<file path="src/rtl/audio_cfg_bank.sv">
module audio_cfg_bank #(
  parameter int IDX_W    = 5,
  parameter int SAMPLE_W = 16
) (
  input  logic                clk,
  input  logic                rst_n,
  input  logic                wr_en,
  input  logic [IDX_W-1:0]    addr,
  input  logic [7:0]          wdata,
  output logic [7:0]          rdata,
  input  logic                mce,
  input  logic                compat_1dma,
  input  logic [2:0]          cfg_preset,
  output logic [15:0]         pb_base,
  output logic [15:0]         cap_base,
  output logic [7:0]          pb_fmt,
  output logic [7:0]          cap_fmt,
  output logic                serial_en,
  output logic [1:0]          serial_fmt,
  output logic                hpf_en,
  input  logic                dac_tick,
  input  logic                underrun,
  input  logic [SAMPLE_W-1:0] pb_sample,
  output logic [SAMPLE_W-1:0] dac_data
);
  localparam logic [IDX_W-1:0] IX_PFMT = IDX_W'(8);
  localparam logic [IDX_W-1:0] IX_PBHI = IDX_W'(14);
  localparam logic [IDX_W-1:0] IX_PBLO = IDX_W'(15);
  localparam logic [IDX_W-1:0] IX_FEAT = IDX_W'(16);
  localparam logic [IDX_W-1:0] IX_FILT = IDX_W'(17);
  localparam logic [IDX_W-1:0] IX_CFMT = IDX_W'(28);
  localparam logic [IDX_W-1:0] IX_CBHI = IDX_W'(30);
  localparam logic [IDX_W-1:0] IX_CBLO = IDX_W'(31);
  localparam logic [SAMPLE_W-1:0] CENTER = SAMPLE_W'(1) << (SAMPLE_W-1);

  logic [7:0] pb_hi, pb_lo, cb_hi, cb_lo;
  logic [3:0] pf_hi, pf_rate, cf_hi;
  logic       dacz, pmce, cmce;

  always_ff @(posedge clk) begin
    if (!rst_n) begin
      pb_hi <= '0; pb_lo <= '0; cb_hi <= '0; cb_lo <= '0;
      pf_hi <= '0; pf_rate <= '0; cf_hi <= '0;
      dacz <= 1'b0; pmce <= 1'b0; cmce <= 1'b0; hpf_en <= 1'b0;
      serial_en  <= cfg_preset[2];
      serial_fmt <= cfg_preset[1:0];
    end else if (wr_en) begin
      case (addr)
        IX_PBHI: pb_hi <= wdata;
        IX_PBLO: pb_lo <= wdata;
        IX_CBHI: cb_hi <= wdata;
        IX_CBLO: cb_lo <= wdata;
        IX_FEAT: begin
          dacz <= wdata[0];
          pmce <= wdata[4];
          cmce <= wdata[5];
          if (mce) begin
            serial_en  <= wdata[1];
            serial_fmt <= wdata[3:2];
          end
        end
        IX_FILT: hpf_en <= wdata[0];
        IX_PFMT: begin
          if (mce || pmce) pf_hi <= wdata[7:4];
          if (mce) pf_rate <= wdata[3:0];
        end
        IX_CFMT: if (mce || cmce) cf_hi <= wdata[7:4];
        default: ;
      endcase
    end
  end

  always_ff @(posedge clk) begin
    if (!rst_n)
      dac_data <= CENTER;
    else if (dac_tick) begin
      if (!underrun)  dac_data <= pb_sample;
      else if (dacz)  dac_data <= CENTER;
    end
  end

  assign pb_base  = {pb_hi, pb_lo};
  assign cap_base = compat_1dma ? pb_base : {cb_hi, cb_lo};
  assign pb_fmt   = {pf_hi, pf_rate};
  assign cap_fmt  = {cf_hi, 4'b0000};

  always_comb begin
    case (addr)
      IX_PBHI: rdata = pb_hi;
      IX_PBLO: rdata = pb_lo;
      IX_CBHI: rdata = cb_hi;
      IX_CBLO: rdata = cb_lo;
      IX_FEAT: rdata = {2'b00, cmce, pmce, serial_fmt, serial_en, dacz};
      IX_FILT: rdata = {7'b0, hpf_en};
      IX_PFMT: rdata = pb_fmt;
      IX_CFMT: rdata = cap_fmt;
      default: rdata = 8'h00;
    endcase
  end
endmodule

</file>
<file path="config.mk">
export PLATFORM = sky130hd
export DESIGN_NAME = audio_cfg_bank
export DESIGN_NICKNAME = d
export VERILOG_FILES = /design/src/rtl/audio_cfg_bank.sv
export SDC_FILE = /design/constraint.sdc
export NUM_CORES = 1
export LEC_CHECK = 0
export ABC_AREA = 0
export ABC_CLOCK_PERIOD_IN_PS = 3030
export BUFFER_PORTS_ARGS = -buffer_cell sky130_fd_sc_hd__buf_4
export CELL_PAD_IN_SITES_DETAIL_PLACEMENT = 1
export CELL_PAD_IN_SITES_GLOBAL_PLACEMENT = 1
export CORE_MARGIN = 2
export CORE_UTILIZATION = 39
export DETAILED_ROUTE_END_ITERATION = 10
export PLACE_DENSITY_LB_ADDON = 0.12
export SLEW_MARGIN = 15
export SYNTH_ARGS = -nofsm -noshare
export SYNTH_HDL_FRONTEND = slang
export SYNTH_SLANG_ARGS = --single-unit
</file>
<file path="constraint.sdc">
create_clock -name clk -period 3.03 [get_ports clk]
set_clock_uncertainty 0.1 [all_clocks]
set_input_delay 0.606 -clock clk [delete_from_list [all_inputs] [get_ports clk]]
set_output_delay 0.606 -clock clk [all_outputs]
set_load 0.03 [all_outputs]
</file>
==> impl_metrics.env <==
export IMPL_vdd_drop_max_uv=234
export IMPL_wl_mm=12.3
export IMPL_vias_per_cell=5.82
export IMPL_grt_max_degree=56
export IMPL_root_buffer="clkbuf_8"
export IMPL_grtUsageTotal_pct=26.2
export IMPL_postCtsHoldBufs=0
export IMPL_crit_fanout=19
export IMPL_cts_buffers=9
export IMPL_die_area_um2=9390
export IMPL_rows=33
export IMPL_total_power_mw=1.84
export IMPL_synthToLayoutAreaGrowth_pct=30.0
export IMPL_max_slew_margin_pct=30.1
export IMPL_async_flop_share_pct=0
export IMPL_synth_top_area_share_pct=38.1
export IMPL_die_w_um=96.9
export IMPL_grt_pass1_wl_mm=19.5
export IMPL_grt_pass1_vias=3484
export IMPL_htree_levels=3
export IMPL_cts_sinks=67
export IMPL_drive_gt1_share_pct=32.9
export IMPL_first_pass_iters=4
export IMPL_p_leak_nw=1.74
export IMPL_tightestPinTransition_ns=1.05
export IMPL_hold_path_class="reg -> reg"
export IMPL_power_density_nw_per_um2=420
export IMPL_finalCriticalPeriod_ns=2.84
export IMPL_ys_ff_latch=67
export IMPL_antenna_found_initial=3
export IMPL_syn_area_um2=3360
export IMPL_gp_routability_congestion=0.964
export IMPL_io_pins=115
export IMPL_drt_iter0_drc=156
export IMPL_synth_cell_types=48
export IMPL_criticalPathCategory="in -> out"
export IMPL_drc=0
export IMPL_clock_latency_ns=0.33
export IMPL_syn_inst=396
export IMPL_fin_nets=527
export IMPL_yosysTopAreaCell="dfxtp_1"
export IMPL_startpoint="addr[4]"
export IMPL_dp_hpwl_mm=8.91
export IMPL_wl_per_cell_um=20.6
export IMPL_synth_avg_cell_area_um2=8.50
export IMPL_finalSetupViolCount=0
export IMPL_fmax_mhz=352
export IMPL_die_y_um=96.9
export IMPL_start_util_pct=40.5
export IMPL_rsz0062_at_grt="false"
export IMPL_period_share_pct=93.7
export IMPL_worstSetupEndpointType="primary output"
export IMPL_vias=3484
export IMPL_synth_edf_count=3
export IMPL_worstPathRequired_ns=2.32
export IMPL_synth_area_top_cells="dfxtp_1 38%, a21oi_1 8.5%, o21ai_0 8.3%"
export IMPL_start_kind="input port"
export IMPL_drv_cap=0
export IMPL_postRouteAntennaNets=0
export IMPL_io_buffer_count=110
export IMPL_post_cts_setup_buffers=0
export IMPL_synth_ff_type="dfxtp_1"
export IMPL_overflow=0
export IMPL_status="complete, no violations"
export IMPL_fin_setup_tns_ns=0
export IMPL_cts_resized=0
export IMPL_seq_area_frac_synth_pct=40.8
export IMPL_cts_buffer_depth=2
export IMPL_cts_tree="built"
export IMPL_hold_viol=0
export IMPL_arrival_ns=2.13
export IMPL_slew_viol_final=0
export IMPL_core_area_um2=8300
export IMPL_worstHoldStart="dac_data[12]$_SDFFE_PN0P_"
export IMPL_yosysWarningCount=0
export IMPL_timing_rr_start="dacz$_SDFFE_PN0P_"
export IMPL_clkTransAtPathRegs_ns=0.07
routing by layer:
metal | vias to the layer above | GRT usage, % | part of all wire, %
met5 | - | 0 | 0.11
li1 | 1625 | - | -
met1 | 1701 | 35.8 | 45
met2 | 137 | 41.1 | 48
met4 | 2 | 9.97 | 1.6
met3 | 19 | 4.99 | 6.2
cells in the final DEF, fill, tap and decap left out, drive strengths merged, types with 2 or more instances in the layout:
cell type,n
buf,118
dfxtp,64
a21oi,57
o21ai,56
nand3,40
nand2,33
mux2,18
mux2i,14
clkbuf,13
nand4,6
inv,6
nor2,5
o31ai,5
a221o,4
conb,4
and2,4
nor3,4
nand2b,3
nor3b,3
mux4,3
nor2b,3
edfxtp,3
or4b,3
diode,2
nand4b,2
and3,2
or3b,2
a2111o,2
nor4b,2
area by class of cell:
type	count	area, um^2
antenna	2	5.00
clock buffer	13	159
clock inverter	2	12.5
fill	1009	3920
inverter	6	22.5
multi-input combinational	286	1790
sequential	67	1370
tap	105	131
timing repair buffer	118	886
worst max-delay path, cell delays in order:
cell and delay (ns):
buf_4 0.21, or4b_1 0.63, nor2_1 0.30, a221o_1 0.22
buf_4 0.16
registers in the layout, summed over array words and instances, names as in the netlist, 2 cells and up:
register	count
pb_hi	8
dac_data	16
pb_lo	8
pf_hi	4
cb_hi	8
cf_hi	4
pf_rate	4
serial_fmt	2
cb_lo	8
cell usage after synthesis, types with 2 or more instances:
| master | count |
|---|---|
| nor2b_1 | 3 |
| a21oi_1 | 57 |
| mux4_2 | 3 |
| o31ai_1 | 5 |
| nand3_1 | 40 |
| nand4b_1 | 2 |
| o21ai_0 | 56 |
| nor3_1 | 2 |
| buf_2 | 11 |
| dfxtp_1 | 64 |
| clkbuf_1 | 23 |
| nor2_1 | 5 |
| buf_6 | 2 |
| and3_1 | 2 |
| nand4_1 | 6 |
| buf_4 | 4 |
| nand2_1 | 33 |
| or3b_2 | 2 |
| and2_1 | 3 |
| a2111o_1 | 2 |
| nand2b_1 | 3 |
| inv_1 | 5 |
| mux2_2 | 18 |
| mux2i_1 | 14 |
| nor3b_1 | 3 |
| a221o_1 | 4 |
| edfxtp_1 | 3 |
path summary, 6_finish.rpt:
| kind | to | slack (ns) | cells after the start |
|---|---|---|---|
| worst max-delay path | rdata[3] | 0.19 | 5 |
| worst min-delay path | dac_data[12]$_SDFFE_PN0P_ | 0.38 | 2 |
| worst max register to register | dac_data[15]$_SDFFE_PN1P_ | 1.38 | 3 |
| worst min register to register | dac_data[12]$_SDFFE_PN0P_ | 0.38 | 2 |
kinds of logic after synthesis:
logic type / synth area share, %
AND/OR/NAND/NOR: 19.0
multiplexers: 12.2
buffers and inverters: 6.43
AO/OA/AOI/OAI: 21.5
other: 0.111
flip-flops: 40.8
per-stage QoR:
stage                     cells  area, um^2  setup slack (ns)  hold slack, ns  util (%)
final                       599        4380             0.190           0.379      52.7
after global routing        599        4380             0.124           0.402      52.7
after CTS                   597        4370             0.199           0.380      52.7
after detailed placement    582        4200             0.200           0.369      50.6
after global placement      582        4200             0.251           0.358      50.6
after floorplan             399        3380             0.350           0.361         -
power breakdown:
part           internal, mW  switching (mW)  total [mW]
Clock                 0.337           0.328       0.665
Combinational        0.0878           0.169       0.257
Sequential            0.905          0.0120       0.917
Total                  1.33           0.509        1.84
Note: power is estimated with default switching activity, not from simulation.
